`config.mk`:
```
export PLATFORM = sky130hd
export DESIGN_NAME = dskctl_port
export DESIGN_NICKNAME = d
export VERILOG_FILES = /design/src/rtl/dcp_pkg.sv /design/src/rtl/dcp_addr_load.sv /design/src/rtl/dcp_irq_hold.sv /design/src/rtl/dskctl_port.sv
export SDC_FILE = /design/constraint.sdc
export NUM_CORES = 1
export LEC_CHECK = 0
export BUFFER_PORTS_ARGS = -buffer_cell sky130_fd_sc_hd__buf_4
export CAP_MARGIN = 15
export CORE_AREA = 2 2 112 60
export CTS_CLUSTER_DIAMETER = 30
export DETAILED_ROUTE_END_ITERATION = 12
export DIE_AREA = 0 0 114 62
export MAX_ROUTING_LAYER = met4
export PLACE_DENSITY = 0.81
export REMOVE_ABC_BUFFERS = 1
export SKIP_LAST_GASP = 1
export SYNTH_ARGS = -nofsm -noshare
export SYNTH_HDL_FRONTEND = slang
export SYNTH_HIERARCHICAL = 1
export SYNTH_SLANG_ARGS = --single-unit
```
`constraint.sdc`:
```
create_clock -name clk -period 3.3 [get_ports clk]
set_input_delay 0.66 -clock clk [delete_from_list [all_inputs] [get_ports clk]]
set_output_delay 0.66 -clock clk [all_outputs]
set_load 0.03 [all_outputs]
```
`src/rtl/dcp_pkg.sv`:
```
package dcp_pkg;
  localparam int BYTE_W = 8;
  localparam int CODE_W = 6;

  // status bit positions
  localparam int B_WPROT = 7;
  localparam int B_ACMP  = 6;
  localparam int B_DEFT  = 5;
  localparam int B_CYLO  = 4;
  localparam int B_BUSY  = 3;
  localparam int B_EXAM  = 2;
  localparam int B_IDLE  = 1;
  localparam int B_XERR  = 0;

  localparam logic [7:0] STA_AFTER_RST = 8'h0A;
  localparam logic [7:0] STA_RUNNING   = 8'h08;
  localparam logic [7:0] ERR_KEEP_MASK = 8'hF1;

  localparam int             CLR_BIT   = 3;
  localparam logic [CODE_W-1:0] CODE_NOP  = 6'h00;
  localparam logic [CODE_W-1:0] CODE_SKIP = 6'h12;

  typedef enum logic [1:0] {
    ARM_HOLD  = 2'b00,
    ARM_SET   = 2'b01,
    ARM_DROP  = 2'b10,
    ARM_HOLD2 = 2'b11
  } arm_op_e;

  typedef struct packed {
    logic [1:0]        ptr;
    logic [BYTE_W-1:0] sec;
    logic [2*BYTE_W-1:0] hc;
  } addr_state_t;
endpackage

```
`src/rtl/dcp_addr_load.sv`:
```
module dcp_addr_load
  import dcp_pkg::*;
(
  input  logic                clk,
  input  logic                wipe,
  input  logic                ptr_zero,
  input  logic                byte_en,
  input  logic                half_en,
  input  logic [2*BYTE_W-1:0] data,
  output logic [BYTE_W-1:0]   sector,
  output logic [2*BYTE_W-1:0] head_cyl
);
  localparam int HC_W = 2 * BYTE_W;

  addr_state_t cur_q, step1, step2, nxt;

  function automatic addr_state_t put_byte(addr_state_t s, logic [BYTE_W-1:0] b);
    addr_state_t r;
    r = s;
    case (s.ptr)
      2'd0:    begin r.sec = b;                   r.ptr = 2'd1; end
      2'd1:    begin r.hc[HC_W-1:BYTE_W] = b;     r.ptr = 2'd2; end
      default: begin r.hc[BYTE_W-1:0] = b;        r.ptr = 2'd0; end
    endcase
    return r;
  endfunction

  always_comb begin
    step1 = put_byte(cur_q, half_en ? data[HC_W-1:BYTE_W] : data[BYTE_W-1:0]);
    step2 = put_byte(step1, data[BYTE_W-1:0]);
    nxt   = cur_q;
    if (ptr_zero)     nxt.ptr = 2'd0;
    else if (half_en) nxt = step2;
    else if (byte_en) nxt = step1;
  end

  always_ff @(posedge clk) begin
    if (wipe) cur_q <= '0;
    else      cur_q <= nxt;
  end

  assign sector   = cur_q.sec;
  assign head_cyl = cur_q.hc;

  a_r2_ptr_in_range: assert property (@(posedge clk) disable iff (wipe)
    cur_q.ptr != 2'd3);
  a_r4_cmd_zeroes_ptr: assert property (@(posedge clk) disable iff (wipe)
    ptr_zero |=> cur_q.ptr == 2'd0);
endmodule

```
`src/rtl/dcp_irq_hold.sv`:
```
module dcp_irq_hold #(
  parameter int NUNITS = 4
) (
  input  logic              clk,
  input  logic              wipe,
  input  logic              idle,
  input  logic              accept,
  input  logic              done_ok,
  input  logic [NUNITS-1:0] req_set,
  input  logic [NUNITS-1:0] req_clr,
  output logic [NUNITS-1:0] pending
);
  logic [NUNITS-1:0] pend_q, held_q, kept;

  assign kept = pend_q & ~req_clr;

  always_ff @(posedge clk) begin
    if (wipe) begin
      pend_q <= '0;
      held_q <= '0;
    end else if (accept) begin
      held_q <= kept | req_set;
      pend_q <= '0;
    end else if (done_ok) begin
      pend_q <= kept | held_q | req_set;
      held_q <= '0;
    end else if (!idle) begin
      held_q <= held_q | req_set;
      pend_q <= kept;
    end else begin
      pend_q <= kept | req_set;
    end
  end

  assign pending = pend_q;

  a_r11_held_empty_after_done: assert property (@(posedge clk) disable iff (wipe)
    done_ok |=> held_q == '0);
  a_r10_pending_empty_after_accept: assert property (@(posedge clk) disable iff (wipe)
    accept |=> pend_q == '0);
endmodule

```
`src/rtl/dskctl_port.sv`:
```
module dskctl_port
  import dcp_pkg::*;
#(
  parameter int NUNITS = 4,
  localparam int UW = (NUNITS > 1) ? $clog2(NUNITS) : 1
) (
  input  logic                clk,
  input  logic                rst,
  input  logic                wr_byte_en,
  input  logic                wr_half_en,
  input  logic [15:0]         wr_data,
  input  logic                cmd_en,
  input  logic [7:0]          cmd_data,
  input  logic                unit_sel_en,
  input  logic [UW-1:0]       unit_sel,
  input  logic [NUNITS-1:0]   unit_busy,
  input  logic                xfer_done,
  input  logic [7:0]          xfer_flags,
  input  logic [NUNITS-1:0]   drv_irq_set,
  input  logic [NUNITS-1:0]   drv_irq_clr,
  input  logic                ctl_irq_ack,
  output logic [7:0]          status,
  output logic [7:0]          sector,
  output logic [15:0]         head_cyl,
  output logic                start,
  output logic [CODE_W-1:0]   start_func,
  output logic [UW-1:0]       start_unit,
  output logic                first_xfer,
  output logic                ctl_irq,
  output logic [NUNITS-1:0]   drv_irq
);
  logic [7:0]        sta_q;
  logic [UW-1:0]     unit_q;
  logic              arm_q, start_q, first_q, cirq_q;
  logic [CODE_W-1:0] func_q;
  logic [UW-1:0]     sunit_q;

  logic [CODE_W-1:0] code;
  logic              wipe, idle, accept, done_ok;
  arm_op_e           arm_op;

  assign code    = cmd_data[CODE_W-1:0];
  assign arm_op  = arm_op_e'(cmd_data[7:6]);
  assign wipe    = rst | (cmd_en & cmd_data[CLR_BIT]);
  assign idle    = sta_q[B_IDLE];
  assign accept  = cmd_en & ~cmd_data[CLR_BIT] & (code != CODE_NOP) &
                   (code != CODE_SKIP) & idle & ~unit_busy[unit_q];
  assign done_ok = xfer_done & ~idle;

  always_ff @(posedge clk) begin
    if (wipe) begin
      sta_q   <= STA_AFTER_RST;
      unit_q  <= '0;
      arm_q   <= 1'b0;
      start_q <= 1'b0;
      first_q <= 1'b0;
      cirq_q  <= 1'b0;
      func_q  <= '0;
      sunit_q <= '0;
    end else begin
      start_q <= accept;
      if (cmd_en) begin
        case (arm_op)
          ARM_SET:  arm_q <= 1'b1;
          ARM_DROP: arm_q <= 1'b0;
          default:  arm_q <= arm_q;
        endcase
      end
      if (accept) begin
        sta_q   <= STA_RUNNING;
        first_q <= 1'b1;
        func_q  <= code;
        sunit_q <= unit_q;
      end
      if (unit_sel_en && idle) unit_q <= unit_sel;
      if (done_ok) begin
        sta_q <= (sta_q | (8'h1 << B_IDLE) | (xfer_flags & ERR_KEEP_MASK))
                 & ~(8'h1 << B_BUSY);
        first_q <= 1'b0;
      end
      if (done_ok && arm_q) cirq_q <= 1'b1;
      else if (ctl_irq_ack)  cirq_q <= 1'b0;
    end
  end

  dcp_addr_load u_addr (
    .clk      (clk),
    .wipe     (wipe),
    .ptr_zero (cmd_en),
    .byte_en  (wr_byte_en),
    .half_en  (wr_half_en),
    .data     (wr_data),
    .sector   (sector),
    .head_cyl (head_cyl)
  );

  dcp_irq_hold #(.NUNITS(NUNITS)) u_irq (
    .clk     (clk),
    .wipe    (wipe),
    .idle    (idle),
    .accept  (accept),
    .done_ok (done_ok),
    .req_set (drv_irq_set),
    .req_clr (drv_irq_clr),
    .pending (drv_irq)
  );

  always_comb begin
    status         = sta_q;
    status[B_EXAM] = |sta_q[B_WPROT:B_CYLO];
  end

  assign start      = start_q;
  assign start_func = func_q;
  assign start_unit = sunit_q;
  assign first_xfer = first_q;
  assign ctl_irq    = cirq_q;

  a_r1_reset_status: assert property (@(posedge clk) disable iff (rst)
    $past(rst) |-> sta_q == STA_AFTER_RST);
  a_r7_start_with_busy: assert property (@(posedge clk) disable iff (rst)
    start_q |-> sta_q == STA_RUNNING);
  a_r7_start_single: assert property (@(posedge clk) disable iff (rst)
    start_q |=> !start_q);
  a_r6_no_start_unless_idle: assert property (@(posedge clk) disable iff (rst)
    (cmd_en && !idle && !cmd_data[CLR_BIT]) |=> !start_q);
endmodule

```
==> results.md <==
* Hold path endpoint: start_unit[0]$_SDFFE_PP0P_
* Combinational Power Share at 20.3%
* Hold Path Depth at 2
* Worst Path Arrival at 2.46 ns
* Slew @ Worst Pin at 0.770 ns
* Post-CTS resize count at 0
* Synthesized area per cell at 9.41 sq um
* Reg-to-Reg Start: unit_q[0]$_SDFFE_PP0P_
* Router iterations before antenna repair at 4
* Synth unique cells at 49
* Vias in the first global route at 2,081
* Synth top area share at 37.4%
* CTS Root Cell: clkbuf_16
* R2R Setup Slk at 1.07 ns
* R2R depth at 5
* Synthesis warning total at 6
* Maximum VDD drop at 0.242 mV
* Post-synth EDFFs at 0
* Number of H-tree levels at 2
* Mapped Cells at 313
* Detail Placement HPWL at 5310 microns
* Die W at 114 microns
* Clock share of power at 33.8%
* Cells after DPL at 449
* Internal power at 1.12 mW
* Endpoints failing setup at 0
* Clk buf depth at 2
* Ys async rst share at 0%
* CTS tree: done
* IO Port Bufs at 97
* Post-CTS setup buffer count at 0
* Skew-Pair Late Insertion Delay at 0.29 ns
* Final ANT Viol Nets at 0
* Vias at 2,450
* Worst path required time at 3.50 ns
* Seq pwr share at 45.9%
* Mapped Area at 2950 sq um
* Top-count cell post-synth: dfxtp_1
* Grt ovf at 0
* Non-Filler Instances at 457
* Synth top area cells: dfxtp_1 (37%), buf_4 (6.6%), mux2i_1 (5.1%)
* Antenna violations before repair at 0
* Hold wc startpoint: start_unit[0]$_SDFFE_PP0P_
* Met3 Use GR at 3.88%
* Fin. Hold Viols at 0
* Top cells by count, synth: dfxtp_1 (55), buf_4 (26), inv_1 (24), a21oi_1 (18), nand2_1 (17)
* Power density cells at 429 nW/um^2
* Global-route wire length before repair at 10,600 microns
* Fin crit period at 2.26 ns
* Worst r2r dst: u_irq/held_q[3]$_SDFFE_PP0P_
* Met2 Usage GRT at 26.6%
* Worst Skew at 0.00633 ns
* Fill count at 572
* Detailed Route WL at 7060 microns
* Crit path max fanout at 18
* Initial Util at 47.1%
* Slew margin rel. at 48.6%
* Cell taking the most area after synthesis: dfxtp_1
* Top FF cell, synth: dfxtp_1
* CTS Sinks at 55
* Leakage at 1.55 nW
* Post-DR vias/cell at 5.36
* Largest net degree at the start of global routing at 29
* Crit Path Class: in2reg
* # IOs at 101
* Core ar. at 6250 sq um
* DIE HEIGHT at 62 microns
* DR WL/cell at 15.4 microns
* CP startpoint kind: primary input
* Final #Nets at 431
* Max Cap Violations at 0
* Die area at 7070 sq um
* Setup TNS at 0 ns
* Final GP Congestion at 0.787
* Reg clk slew, reported paths at 0.07 ns
* Net Sw Power at 0.437 mW
* Post-synthesis sequential area ratio at 37.4%
* GR Util met1 at 31.4%
* Synth-to-layout area growth at 23.1%
* Busiest grt layer: met1
* DR DRC count at 0
* Max Slew Vio Count at 0
* GR Util All Layers at 20.1%
* Critical path launch point: unit_busy[3]
* Worst min path class: reg2reg
* Switching share of power at 28.1%
* Ant diodes at 0
* Share of cells above drive strength 1 at 37.4%
* FF+latch count, synth at 55
* Drt first-iter violations at 161
* Status: finished, final reports clean
* Critical Path Sink Type: flip-flop
* Fmax at 0.442 GHz
* Unrepaired setup endpoints after global routing: no
* Crit share post-route at 68.6%
* CTS Hold Buffers Added at 0
* CTS Buf Count at 5
* Num rows at 21
[power by group through the flow]
stage | sequential [mW] | combinational, mW | clock, mW
floorplan | 0.769 | 0.138 | 0
global placement | 0.728 | 0.308 | 0
detailed placement | 0.729 | 0.314 | 0
CTS | 0.714 | 0.315 | 0.544
global route | 0.719 | 0.340 | 0.566
finish | 0.715 | 0.316 | 0.526
[sequential cells by signal, indices dropped and copies added, names as in the netlist]
register	flops
u_addr/head_cyl	16
u_addr/sector	8
sta_q	7
start_func	6
u_irq/held_q	4
u_irq/pending	4
start_unit	2
u_addr/cur_q	2
unit_q	2
arm_q	1
ctl_irq	1
first_xfer	1
start	1
[worst max-delay path, stage by stage]
cell and delay (ns):
buf_4 0.10, mux4_2 0.49, a211oi_4 0.60, inv_1 0.12, a21o_1 0.27, a311oi_1 0.20
[cell families (layout without fill, tap and decap cells)]
group | Yosys count | count (layout) | share of synthesized area, %
AO/OA/AOI/OAI | 88 | 88 | 24.7
XOR/XNOR | 1 | 1 | 0.297
adder cells (fa/ha/maj) | 1 | 1 | 0.425
buffers and inverters | 70 | 134 | 14.7
flip-flops | 55 | 55 | 37.4
multiplexers | 23 | 23 | 8.54
AND/OR/NAND/NOR | 75 | 75 | 14.0
[worst max path at each step]
| stage | end | slack (ns) | depth (start not counted) |
|---|---|---|---|
| 2_1_floorplan | u_irq/held_q[1]$_SDFFE_PP0P_ | 0.54 | 5 |
| 3_3_place_gp | u_irq/held_q[2]$_SDFFE_PP0P_ | 0.82 | 6 |
| 3_5_place_dp | u_irq/held_q[3]$_SDFFE_PP0P_ | 0.74 | 6 |
| 4_1_cts | u_irq/held_q[2]$_SDFFE_PP0P_ | 1.05 | 6 |
| 5_1_grt | u_irq/held_q[1]$_SDFFE_PP0P_ | 0.87 | 5 |
| 6_report | u_irq/held_q[3]$_SDFFE_PP0P_ | 1.04 | 6 |
[metrics by stage]
| stage | worst slack, ns | util [%] | total power [mW] | instance area [sq um] | hold WS [ns] |
|---|---|---|---|---|---|
| 3_5_place_dp | 0.735 | 55.6 | 1.04 | 3480 | 0.450 |
| 6_report | 1.04 | 58.0 | 1.56 | 3630 | 0.459 |
| 2_1_floorplan | 0.545 | - | 0.907 | 2600 | 0.455 |
| 4_1_cts | 1.05 | 58.0 | 1.57 | 3630 | 0.462 |
| 3_3_place_gp | 0.824 | 55.6 | 1.04 | 3480 | 0.444 |
| 5_1_grt | 0.865 | 58.0 | 1.63 | 3630 | 0.475 |
[per-layer routing]
layer	part of all wire [%]	wire, microns
met3	8.2	576
met5	0	0
met4	0	0
met1	51	3630
met2	40	2860
[cells in the final DEF, fill, tap and decap left out, drive strengths merged, types with 2 or more instances in the layout]
master      n
buf       102
dfxtp      55
inv        25
a21oi      18
nand2      17
a211oi     16
a221oi     16
mux2i      15
nor2b      14
a22o       14
nor3        9
nor2        9
mux2        7
or2         7
clkbuf      5
o21ai       4
a311oi      4
a21o        4
nand3       3
nand2b      3
or2b        3
nand3b      2
or3         2
clkinvlp    2
o211a       2
a2111oi     2
[layout make-up]
| cell class | count | area (sq um) | area share (%) |
|---|---|---|---|
| clock inverters | 3 | 23.8 | 0.656 |
| inverters | 24 | 90.1 | 2.48 |
| repair buffers | 102 | 766 | 21.1 |
| clock buffers | 5 | 125 | 3.45 |
| well taps | 80 | 100 | 2.76 |
| flip-flops and latches | 55 | 1100 | 30.4 |
| multi-input cells | 188 | 1420 | 39.2 |
No activity file was read; power rests on OpenSTA's default activity.
